### src/rtl/lq_thresh_regs.sv
module lq_thresh_regs #(
  parameter int NPARAM = 5,
  parameter int DW     = 8
) (
  input  logic                 clk,
  input  logic                 rst_n,
  input  logic                 pwr_down,
  input  logic                 reg_we,
  input  logic [15:0]          reg_wdata,
  output logic [15:0]          reg_rdata,
  input  logic [NPARAM*DW-1:0] live_in,
  output logic [NPARAM*DW-1:0] thr_lo_out,
  output logic [NPARAM*DW-1:0] thr_hi_out
);
  localparam int SELW = 3;

  logic            samp_q;
  logic [SELW-1:0] psel_q;
  logic            hsel_q;
  logic [DW-1:0]   snap_q;
  logic [DW-1:0]   live_pick;
  logic [DW-1:0]   thr_pick;
  logic [7:0]      rd_byte;
  logic            wr_thr;
  logic            unused_rsvd;

  wire [SELW-1:0] w_psel = reg_wdata[11:9];
  wire            w_hsel = reg_wdata[8];

  assign unused_rsvd = ^reg_wdata[15:14];
  assign wr_thr      = reg_we & reg_wdata[12] & ~pwr_down;

  always_ff @(posedge clk) begin
    if (!rst_n) begin
      samp_q <= 1'b0;
      psel_q <= '0;
      hsel_q <= 1'b0;
    end else if (reg_we) begin
      samp_q <= reg_wdata[13];
      psel_q <= w_psel;
      hsel_q <= w_hsel;
    end
  end

  always_comb begin
    live_pick = '0;
    thr_pick  = '0;
    for (int p = 0; p < NPARAM; p++) begin
      if (w_psel == SELW'(p)) live_pick = live_in[p*DW +: DW];
      if (psel_q == SELW'(p))
        thr_pick = hsel_q ? thr_hi_out[p*DW +: DW] : thr_lo_out[p*DW +: DW];
    end
  end

  always_ff @(posedge clk) begin
    if (!rst_n)                         snap_q <= '0;
    else if (reg_we && reg_wdata[13])   snap_q <= live_pick;
  end

  for (genvar p = 0; p < NPARAM; p++) begin : g_slot
    logic [DW-1:0] lo_q, hi_q;
    wire hit = wr_thr && (w_psel == SELW'(p));
    always_ff @(posedge clk) begin
      if (!rst_n) begin
        lo_q <= '0;
        hi_q <= '0;
      end else if (hit) begin
        if (w_hsel) hi_q <= reg_wdata[DW-1:0];
        else        lo_q <= reg_wdata[DW-1:0];
      end
    end
    assign thr_lo_out[p*DW +: DW] = lo_q;
    assign thr_hi_out[p*DW +: DW] = hi_q;
  end

  assign rd_byte   = 8'(samp_q ? snap_q : thr_pick);
  assign reg_rdata = {2'b00, samp_q, 1'b0, psel_q, hsel_q, rd_byte};
endmodule


### config.mk
export PLATFORM = sky130hd
export DESIGN_NAME = lq_thresh_regs
export DESIGN_NICKNAME = d
export VERILOG_FILES = /design/src/rtl/lq_thresh_regs.sv
export SDC_FILE = /design/constraint.sdc
export NUM_CORES = 1
export LEC_CHECK = 0
export BUFFER_PORTS_ARGS = -buffer_cell sky130_fd_sc_hd__clkbuf_2
export CAP_MARGIN = 5
export CELL_PAD_IN_SITES_DETAIL_PLACEMENT = 1
export CELL_PAD_IN_SITES_GLOBAL_PLACEMENT = 2
export CORE_ASPECT_RATIO = 1.4
export CORE_MARGIN = 2
export CORE_UTILIZATION = 33
export CTS_CLUSTER_SIZE = 24
export DETAILED_ROUTE_END_ITERATION = 8
export GPL_TIMING_DRIVEN = 0
export PLACE_DENSITY = 0.93
export SLEW_MARGIN = 0
export SYNTH_ARGS = -nofsm -noshare
export SYNTH_HDL_FRONTEND = slang
export SYNTH_SLANG_ARGS = --single-unit
### constraint.sdc
create_clock -name clk -period 3.4 [get_ports clk]
set_input_delay 0.68 -clock clk [delete_from_list [all_inputs] [get_ports clk]]
set_output_delay 0.68 -clock clk [all_outputs]
set_load 0.01 [all_outputs]
==> run summary <==
Routed WL per cell: 20.36 um
Mean Syn Cell Area: 10.05 um^2
Pre-CTS worst setup slack: 613.7 ps
Clk pin slew, worst setup/hold paths: 70 ps
Final period util: 0.9400
CP Launch Point: hsel_q$_SDFFE_PN0P_
CTS H-tree depth: 3
Routability Congestion: 0.8867
Top cells by area, synth: dfxtp_1, mux2i_1, nor2b_1
Distinct cells, synth: 35
Synth area leader: dfxtp_1
Initial antenna violation count: 0
GRT overflow: 0
Area growth from synthesis to layout: 25.63%
Minimum clock period: 3196 ps
Final Power: 2413 uW
Vias in the first global route: 4492
Worst min path class: flop to flop
DIE WIDTH: 106.0 um
Worst reg2reg path startpoint: hsel_q$_SDFFE_PN0P_
CTS tree: done
Worst EP arrival: 2520 ps
Final slew viol count: 0
Synth top area share: 0.3876
Status: finished clean
Mapped Cells: 478
Worst rel slew slack: 0.4658
Dpl hpwl: 13120 um
Mapped Area: 4803 um^2
Setup TNS: 0 ps
I/O Pins: 156
CP required: 2720 ps
Asr flop ratio synth: 0
Max clock buf depth: 2
Setup Fix Bufs, Post-CTS: 0
Initial core utilization: 0.3341
Rows: 52
Vias: 4211
Max Freq: 0.3129 GHz
Initial DRC Count: 184
Total core area: 14380 um^2
CP endpoint kind: primary output
CP startpoint kind: flop
Most used DFF post-synth: dfxtp_1
Post-synthesis sequential area ratio: 0.3876
CTS sink count: 93
Final worst setup slack: 203.9 ps
Yosys warning count: 0
Synth Register Bits: 93
Clk Latency, worst-skew pair: 340 ps
Via density: 5.110
Worst vdd ir: 358.3 uV
Max-cap violations: 0
First-pass GRT wire length: 25900 um
Post-CTS Resized: 0
ANT cells: 0
Die Height: 146.8 um
Leakage power: 0.002561 uW
Clk_skew: 0 ps
Crit Path Max Fanout: 10
EDFF count, synth: 0
DR pass1 iterations: 4
Worst slew pin tran: 795.4 ps
Final hold viol count: 0
Final net count: 690
Hold_sp: g_slot[4].lo_q[3]$_SDFFE_PN0P_
DIE AREA: 15550 um^2
Final setup vio count: 0
Hold WS: 489.5 ps
Cts bufs inserted: 9
Fill cells: 1681
RSZ-0062 raised after global routing: no
Post-route antenna net violation count: 0
Kind of critical path: flop to primary output
WL final: 16780 um
Tot GR Track Use: 0.2176
Share of layout cells above drive strength 1: 0.3354
Cts hold-fix bufs: 0
Root buf cell: clkbuf_16
Post-route DRC: 0
Power Dens Cells: 399.9 nW/um^2
Pin count of the biggest net entering global routing: 16
# port buffers: 139
==> final cells by class <==
| type | instances | area, um^2 | share of cell area |
|---|---|---|---|
| clock inverters | 7 | 66.31 | 0.01099 |
| multi-input cells | 336 | 2711 | 0.4493 |
| inverters | 8 | 30.03 | 0.004976 |
| clock buffers | 9 | 225.2 | 0.03732 |
| plain buffers | 43 | 207.7 | 0.03442 |
| repair buffers | 139 | 695.7 | 0.1153 |
| flip-flops and latches | 93 | 1862 | 0.3085 |
| well taps | 189 | 236.5 | 0.03919 |
==> path summary, 6_finish.rpt <==
kind                                                  endpoint  slack [ps]  depth (start not counted)
worst max-delay path                              reg_rdata[2]         200                          7
worst min-delay path            g_slot[4].lo_q[3]$_SDFFE_PN0P_         490                          2
worst max register to register             hsel_q$_SDFFE_PN0P_        1890                          5
worst min register to register  g_slot[4].lo_q[3]$_SDFFE_PN0P_         490                          2
==> critical path, stage by stage, from the launching register on <==
cell and delay (ps):
dfxtp_1 330, buf_2 170, buf_2 340, buf_2 370
mux2i_1 130, o21ai_0 430, a31o_2 260, clkbuf_2 130
==> sequential cells by signal, summed over array words and instances, names as in the netlist <==
name	count
samp_q	1
g_slot.hi_q	40
hsel_q	1
g_slot.lo_q	40
snap_q	8
psel_q	3
==> cells by family (layout without fill, tap and decap cells) <==
kind of cell,Yosys count,after routing,share of synthesized area
AOI/OAI and AO/OA,89,89,0.1183
buffers and inverters,51,206,0.04949
DFF,93,93,0.3876
muxes,117,117,0.2667
other,1,3,0.0007807
and+or+nand+nor,127,127,0.1771
==> metrics by stage <==
| step | instance area [um^2] | cells | util |
|---|---|---|---|
| after CTS | 6035 | 824 | 0.4197 |
| after detailed placement | 5743 | 808 | 0.3994 |
| after global placement | 5743 | 808 | 0.3994 |
| after global routing | 6035 | 824 | 0.4197 |
| final | 6035 | 824 | 0.4197 |
| after floorplan | 4811 | 480 | - |
==> synthesized netlist by cell type (4+ instances only) <==
cell type,instances
a22oi_1,8
mux2i_1,101
nand3_1,16
nor2b_1,71
mux4_2,8
a22o_1,8
inv_1,8
a31o_2,7
o21ai_0,40
clkbuf_1,23
mux2_2,8
buf_4,6
a21oi_1,8
nand2_1,18
buf_2,13
a21boi_0,16
nand3_2,4
dfxtp_1,93
==> metal layers <==
layer  track usage  routed length, um
met1        0.2546               7013
met2        0.3974               8701
met3       0.03949                692
met4       0.07105                367
met5             0                  0
==> power breakdown <==
part	internal [uW]	total (uW)	switching (uW)
registers	1100	1110	13.1
clock network	566	1010	445
logic	123	288	165
==> placed cells by master (no fill, tap or decap), types with 3 or more instances in the layout <==
cell type  instances
buf_2             13
mux2i_1          101
a22oi_1            8
nand2_1           18
a22o_1             8
dfxtp_1           93
clkinv_2           4
clkbuf_16          9
clkbuf_1          23
a21boi_0          16
conb_1             3
a21oi_1            8
clkbuf_2         139
nand3_1           16
nor2b_1           71
a31o_2             7
buf_4              6
nand3_2            4
mux4_2             8
inv_1              8
mux2_2             8
o21ai_0           40
(Power assumes the default switching activity.)
